[src/rtl/agu_pkg.sv]
package agu_pkg;

  typedef enum logic [1:0] {
    DISP_NONE = 2'b00,
    DISP_W32  = 2'b01,
    DISP_W64  = 2'b10,
    DISP_RSVD = 2'b11
  } disp_kind_e;

  typedef struct packed {
    logic [1:0] size;
    logic       sgn;
    logic       atomic;
  } acc_attr_t;

endpackage

[src/rtl/agu_base_sel.sv]
module agu_base_sel #(
  parameter int unsigned ADDR_W = 64,
  parameter int unsigned IDX_W  = 5
) (
  input  logic [IDX_W-1:0]  base_idx,
  input  logic [ADDR_W-1:0] base_val,
  input  logic [ADDR_W-1:0] ip_val,
  output logic [ADDR_W-1:0] base_term
);
  // Register number zero in the base slot stands for the instruction pointer.
  logic use_ip;

  always_comb begin
    use_ip    = (base_idx == '0);
    base_term = use_ip ? ip_val : base_val;
  end
endmodule

[src/rtl/agu_index_scale.sv]
module agu_index_scale #(
  parameter int unsigned ADDR_W = 64,
  parameter int unsigned IDX_W  = 5,
  parameter int unsigned SH_W   = 2
) (
  input  logic              is_long,
  input  logic [IDX_W-1:0]  index_idx,
  input  logic [SH_W-1:0]   scale_sh,
  input  logic [ADDR_W-1:0] index_val,
  output logic [ADDR_W-1:0] index_term
);
  localparam int unsigned NUM_SCALE = 1 << SH_W;

  logic [ADDR_W-1:0] scaled [NUM_SCALE];
  logic              idx_live;

  // One pre-shifted candidate per legal shift amount.
  for (genvar s = 0; s < NUM_SCALE; s++) begin : g_scale
    assign scaled[s] = index_val << s;
  end

  always_comb begin
    // Register number zero in the index slot stands for the constant zero.
    idx_live   = is_long && (index_idx != '0);
    index_term = idx_live ? scaled[scale_sh] : '0;
  end
endmodule

[src/rtl/agu_disp_ext.sv]
module agu_disp_ext
  import agu_pkg::*;
#(
  parameter int unsigned ADDR_W  = 64,
  parameter int unsigned SHORT_W = 16,
  parameter int unsigned MID_W   = 32
) (
  input  logic              is_long,
  input  logic [1:0]        kind,
  input  logic [ADDR_W-1:0] disp_raw,
  output logic [ADDR_W-1:0] disp_term
);
  localparam int unsigned SHORT_PAD = ADDR_W - SHORT_W;
  localparam int unsigned MID_PAD   = ADDR_W - MID_W;

  logic [ADDR_W-1:0] short_ext;
  logic [ADDR_W-1:0] mid_ext;
  disp_kind_e        kind_e;

  always_comb begin
    short_ext = {{SHORT_PAD{disp_raw[SHORT_W-1]}}, disp_raw[SHORT_W-1:0]};
    mid_ext   = {{MID_PAD{disp_raw[MID_W-1]}}, disp_raw[MID_W-1:0]};
    kind_e    = disp_kind_e'(kind);
    if (!is_long) begin
      disp_term = short_ext;
    end else begin
      unique case (kind_e)
        DISP_W32: disp_term = mid_ext;
        DISP_W64: disp_term = disp_raw;
        default:  disp_term = '0;
      endcase
    end
  end
endmodule

[src/rtl/eff_addr_unit.sv]
module eff_addr_unit
  import agu_pkg::*;
#(
  parameter int unsigned ADDR_W  = 64,
  parameter int unsigned IDX_W   = 5,
  parameter int unsigned SH_W    = 2,
  parameter int unsigned SHORT_W = 16,
  parameter int unsigned MID_W   = 32
) (
  input  logic              clk,
  input  logic              rst_n,
  input  logic              req_valid,
  input  logic              req_long,
  input  logic [IDX_W-1:0]  base_idx,
  input  logic [IDX_W-1:0]  index_idx,
  input  logic [SH_W-1:0]   scale_sh,
  input  logic [1:0]        disp_kind,
  input  logic [ADDR_W-1:0] disp_val,
  input  logic [ADDR_W-1:0] base_val,
  input  logic [ADDR_W-1:0] index_val,
  input  logic [ADDR_W-1:0] ip_val,
  input  logic [1:0]        acc_size,
  input  logic              acc_signed,
  input  logic              atomic_in,
  output logic              out_valid,
  output logic [ADDR_W-1:0] out_addr,
  output logic [1:0]        out_size,
  output logic              out_signed,
  output logic              out_atomic
);
  logic [ADDR_W-1:0] base_term;
  logic [ADDR_W-1:0] index_term;
  logic [ADDR_W-1:0] disp_term;
  logic [ADDR_W-1:0] sum_c;
  acc_attr_t         attr_c;

  logic [ADDR_W-1:0] addr_d, addr_q;
  acc_attr_t         attr_d, attr_q;
  logic              valid_d, valid_q;

  agu_base_sel #(.ADDR_W(ADDR_W), .IDX_W(IDX_W)) u_base (
    .base_idx (base_idx),
    .base_val (base_val),
    .ip_val   (ip_val),
    .base_term(base_term)
  );

  agu_index_scale #(.ADDR_W(ADDR_W), .IDX_W(IDX_W), .SH_W(SH_W)) u_index (
    .is_long   (req_long),
    .index_idx (index_idx),
    .scale_sh  (scale_sh),
    .index_val (index_val),
    .index_term(index_term)
  );

  agu_disp_ext #(.ADDR_W(ADDR_W), .SHORT_W(SHORT_W), .MID_W(MID_W)) u_disp (
    .is_long  (req_long),
    .kind     (disp_kind),
    .disp_raw (disp_val),
    .disp_term(disp_term)
  );

  // Next-state logic: sum the three terms, capture only on a request.
  always_comb begin
    sum_c         = base_term + index_term + disp_term;
    attr_c.size   = acc_size;
    attr_c.sgn    = acc_signed;
    attr_c.atomic = req_long & atomic_in;
    valid_d       = req_valid;
    addr_d        = req_valid ? sum_c  : addr_q;
    attr_d        = req_valid ? attr_c : attr_q;
  end

  // State registers.
  always_ff @(posedge clk or negedge rst_n) begin
    if (!rst_n) begin
      valid_q <= 1'b0;
      addr_q  <= '0;
      attr_q  <= '0;
    end else begin
      valid_q <= valid_d;
      addr_q  <= addr_d;
      attr_q  <= attr_d;
    end
  end

  assign out_valid  = valid_q;
  assign out_addr   = addr_q;
  assign out_size   = attr_q.size;
  assign out_signed = attr_q.sgn;
  assign out_atomic = attr_q.atomic;
endmodule

[config.mk]
export PLATFORM = sky130hd
export DESIGN_NAME = eff_addr_unit
export DESIGN_NICKNAME = d
export VERILOG_FILES = /design/src/rtl/agu_pkg.sv /design/src/rtl/agu_base_sel.sv /design/src/rtl/agu_index_scale.sv /design/src/rtl/agu_disp_ext.sv /design/src/rtl/eff_addr_unit.sv
export SDC_FILE = /design/constraint.sdc
export NUM_CORES = 1
export LEC_CHECK = 0
export BUFFER_PORTS_ARGS = -buffer_cell sky130_fd_sc_hd__buf_2
export CAP_MARGIN = 25
export CORE_ASPECT_RATIO = 1.75
export CORE_UTILIZATION = 58
export DETAILED_ROUTE_END_ITERATION = 16
export PLACE_DENSITY = 0.88
export SLEW_MARGIN = 10
export SYNTH_ARGS = -nofsm -noshare
export SYNTH_HDL_FRONTEND = slang
export SYNTH_SLANG_ARGS = --single-unit
[constraint.sdc]
create_clock -name clk -period 2.1 [get_ports clk]
set_input_delay 0.42 -clock clk [delete_from_list [all_inputs] [get_ports clk]]
set_output_delay 0.42 -clock clk [all_outputs]
set_load 0.02 [all_outputs]
==> reports/qor.csv, run 1 <==
metric,value,unit
syn_nets,1715,
first-pass GRT wire length,121,mm
clock sink count,69,
number of buffers created by CTS,9,
gr usage total,0.801,
post-synthesis instance total,1309,
"Seq/Total Area, Yosys",0.153,
Mapped Area,0.0113,mm²
GRT overflow,207,
Yosys top cell area share,0.153,
Die Height,186,µm
Initial Util,0.590,
CTS root buf,clkbuf_16,
pre-CTS WS,-2.79,ns
Die X,107,µm
Synth async-reset ratio,1.00,
number of global-route vias before repair,18836,
Syn. warnings,0,
status,stopped before the end,
CTS H-tree depth,3,
clk buf depth,2,
Synth area leaders,"dfrtp_1 15%, mux4_2 12%, fa_1 11%",
Post-synth EDFFs,0,
Placer Congestion,0.992,
synthesized area per cell,8.62,µm²
# IOs,347,
Final HPWL DP,37.5,mm
Error,[ERROR GRT-0116] Global routing finished with congestion. Check the congestion regions in the DRC Viewer.,
Seq cells post-synth,69,
PortBufs,346,
largest net degree at the start of global routing,77,
"Primary FF master, synth",dfrtp_1,
Placed Area,0.0157,mm²
row count,67,
failing step,global routing (5_1_grt),
"area leader, netlist",dfrtp_1,
Synth cell types,69,
[synthesized netlist by cell type, types with 6 or more instances]
library cell,number
nor3_1,9
ha_1,64
a211oi_1,13
fa_1,64
nor2b_1,9
xnor2_1,30
dfrtp_1,69
clkbuf_1,72
mux2i_1,60
mux2_2,58
a21o_1,38
o21bai_1,14
a21oi_1,125
nor2_1,50
buf_2,6
o21ai_0,44
xor2_1,23
and2_1,17
o211ai_1,6
o21a_1,10
nand2_1,186
a31oi_1,6
mux4_2,60
nand3_1,18
buf_1,14
inv_1,130
or2_2,6
nand4_1,32
o31ai_1,6
[metrics by stage]
| stage | std cells | setup TNS [ns] | util |
|---|---|---|---|
| after global placement | 2121 | -141.91 | 0.819 |
| after detailed placement | 2121 | -149.34 | 0.819 |
| after CTS | 2169 | -121.81 | 0.901 |
| after floorplan | 1309 | -123.01 | - |
[cell families after synthesis]
kind of cell,count (synthesis),synth area share
xor gates and xnor gates,53,0.0412
muxes,178,0.231
adders and majority gates,128,0.185
buffers and inverters,226,0.0762
DFF,69,0.153
and+or+nand+nor,353,0.143
AOI/OAI and AO/OA,302,0.171
[per-layer routing]
layer | track usage | GRT overflow
met1 | 0.782 | 1
met2 | 0.984 | 134
met3 | 0.629 | 4
met4 | 0.845 | 68
met5 | 0.166 | 0
[timing repair]
action,in CTS
gates cloned,2
hold endpoints to repair,0
setup endpoints to repair,64
hold buffers,0
pin swaps,62
setup buffers,33
resized for setup,192
==> run 2: changes to the inputs <==
--- a/config.mk
+++ b/config.mk
@@ -7,10 +7,9 @@
 export LEC_CHECK = 0
 export BUFFER_PORTS_ARGS = -buffer_cell sky130_fd_sc_hd__buf_2
 export CAP_MARGIN = 25
-export CORE_ASPECT_RATIO = 1.75
-export CORE_UTILIZATION = 58
+export CORE_UTILIZATION = 40
 export DETAILED_ROUTE_END_ITERATION = 16
-export PLACE_DENSITY = 0.88
+export PLACE_DENSITY_LB_ADDON = 0.15
 export SLEW_MARGIN = 10
 export SYNTH_ARGS = -nofsm -noshare
 export SYNTH_HDL_FRONTEND = slang
==> run 2 against run 1 <==
The flow now finishes, with violations (negative setup slack). Synthesized area unchanged. Synthesized cell count unchanged.
==> reports/qor.csv, run 2 <==
metric,value,unit
status,finished with violations,
violated checks,negative setup slack,
count of pins over their slew limit,0,
Setup Crit Path Kind,in -> reg,
Power Internal,7.81,mW
top-count cell post-synth,nand2_1,
die area,0.0289,mm²
first-pass detailed-route iteration total,7,
Comb power frac,0.726,
area of the core,0.0278,mm²
Mapped Area,0.0113,mm²
initial antenna violation count,2,
Final Hold Fails,0,
worst min path class,in -> reg,
Max-cap violations,0,
Synth async-reset ratio,1.00,
first-pass GRT wire length,63.0,mm
footprint of the multi-input gates,0.0103,mm²
fin nets,2330,
Reg area,0.00173,mm²
Initial Util,0.406,
number of buffers created by CTS,9,
# IOs,347,
"Primary FF master, synth",dfrtp_1,
most frequent cells after synthesis,"186 x nand2_1, 130 x inv_1, 125 x a21oi_1, 72 x clkbuf_1, 69 x dfrtp_1",
Switch Pwr,6.32,mW
most frequent cells in the layout,"342 x buf_2, 296 x buf_4, 180 x nand2_1",
Worst-Skew Late Latency,0.34,ns
total wire length,41.3,mm
Post-synth EDFFs,0,
clk buf depth,2,
clock sink count,69,
Avg Vias per Cell,5.36,
Tightest Pin Transition,0.467,ns
placed cell count,2239,
Fmax,228,MHz
Die X,170,µm
critical-path cell list,"buf_6, or4_4, nor2_4, buf_12, buf_12, buf_12, mux2_4, fa_2, ha_4, and4_1, buf_4, a21oi_2, o31a_1, o41a_1, buf_6, buf_4, o41ai_4, xor2_1, mux2_2",
min Tclk post-route,4.39,ns
share of cells above drive strength 1,0.537,
fin area,0.0180,mm²
post-synthesis instance total,1309,
Yosys top cell area share,0.153,
synthesized area per cell,8.62,µm²
Seq cells post-synth,69,
Final ANT Viol Nets,0,
max reg flops,64,
largest net degree at the start of global routing,45,
Critical Path AT,4.63,ns
final worst setup slack,-2.29,ns
sw frac,0.447,
Placer Congestion,0.878,
pre-CTS WS,-2.78,ns
Startpoint Class,input pin,
syn_nets,1715,
Syn. warnings,0,
"delay-heaviest family, CP",compound AO/OA/AOI/OAI gates,
fin cells,2309,
Slew HR,0.687,
Die Height,170,µm
CTS H-tree depth,3,
Lkg Pwr,8.73,nW
Final Util,0.649,
pwr/cell area,784,mW/mm²
worst-path maximum fanout,8,
number of global-route vias before repair,12477,
Final HPWL DP,32.1,mm
Final TNS setup,-119.23,ns
"area leader, netlist",dfrtp_1,
CTS tree,yes,
CP peak stage delay,0.53,ns
Synth area leaders,"dfrtp_1 15%, mux4_2 12%, fa_1 11%",
most used cell along the critical path,buf_12,
Placed Area,0.0157,mm²
"most common cell after layout, fill and taps aside",buf_2,
Clock Pin Slew Worst Setup and Hold Paths,0.07,ns
CTS root buf,clkbuf_16,
PortBufs,346,
Reg power frac,0.168,
row count,61,
crit end category,flip-flop,
Buf/Inv on CP,7,
Overall Power,14.1,mW
GRT overflow,0,
Fin Hold WS,0.298,ns
filler cell count,2351,
"Seq/Total Area, Yosys",0.153,
setup skew after layout,0,ns
Final setup viols,64,
area delta synth->final,59.8,%
initial DRC count,660,
Slowest cell on crit path,or4_4,
RSZ-0062 raised after global routing,yes,
via count,12377,
maximum VDD drop,0.000757,V
Synth cell types,69,
gr usage total,0.278,
final worst-path cycle share,2.09,
Routed WL per cell,17.9,µm
WP data required,2.34,ns
drt drc,0,
clock network power share,0.107,
[run 2: timing repair]
action,in CTS,in global routing
setup endpoints to repair,64,64
endpoints found under the hold margin,17,0
pin swaps,40,65
resized for setup,128,188
hold buffers,1,0
buffers inserted,23,31
gates cloned,2,0
[run 2: layout make-up]
cell class,instances,share of cell area
Clock inverter,7,0.00278
Timing Repair Buffer,699,0.266
Tap cell,378,0.0262
Multi-Input combinational cell,1014,0.569
Clock buffer,9,0.0125
Inverter,131,0.0276
Antenna cell,2,0.000278
Sequential cell,69,0.0958
[run 2: power groups by stage]
stage / registers [mW] / logic [mW] / clock network (mW)
2_1_floorplan: 2.98 / 4.16 / 0
3_3_place_gp: 2.36 / 8.40 / 0
3_5_place_dp: 2.35 / 8.51 / 0
4_1_cts: 2.34 / 9.16 / 1.53
5_1_grt: 2.42 / 11.0 / 1.59
6_report: 2.37 / 10.3 / 1.51
[run 2: path summary, 6_finish.rpt]
| check | startpoint | endpoint | slack (ns) | cells after the start |
|---|---|---|---|---|
| worst max-delay path | base_idx[2] | out_addr[51] | -2.29 | 19 |
| worst min-delay path | acc_signed | out_signed | 0.30 | 2 |
| worst max register to register | out_addr[43] | out_addr[43] | 1.13 | 3 |
| worst min register to register | out_addr[56] | out_addr[56] | 0.49 | 2 |
| max in group asynchronous | rst_n | out_addr[11] | 0.95 | 3 |
| min in group asynchronous | rst_n | out_addr[55] | 0.53 | 2 |
[run 2: metal layers]
layer | wire length (µm) | vias to the layer above | track usage | part of all wire
met2 | 21200 | 380 | 0.503 | 0.51
met4 | 709 | 0 | 0.0670 | 0.017
li1 | - | 5863 | - | -
met3 | 2080 | 50 | 0.0374 | 0.050
met5 | 0 | - | 0 | 0
met1 | 17300 | 6084 | 0.346 | 0.42
[run 2: cells by family (layout without fill, tap and decap cells)]
group | count (synthesis) | count (layout) | synth area share
compound gates | 302 | 302 | 0.171
xor+xnor | 53 | 53 | 0.0412
fa+ha+maj | 128 | 128 | 0.185
buf+inv | 226 | 846 | 0.0762
flops | 69 | 69 | 0.153
mux | 178 | 178 | 0.231
other cells | 0 | 2 | 0
simple gates | 353 | 353 | 0.143
No activity file was read; power rests on OpenSTA's default activity.
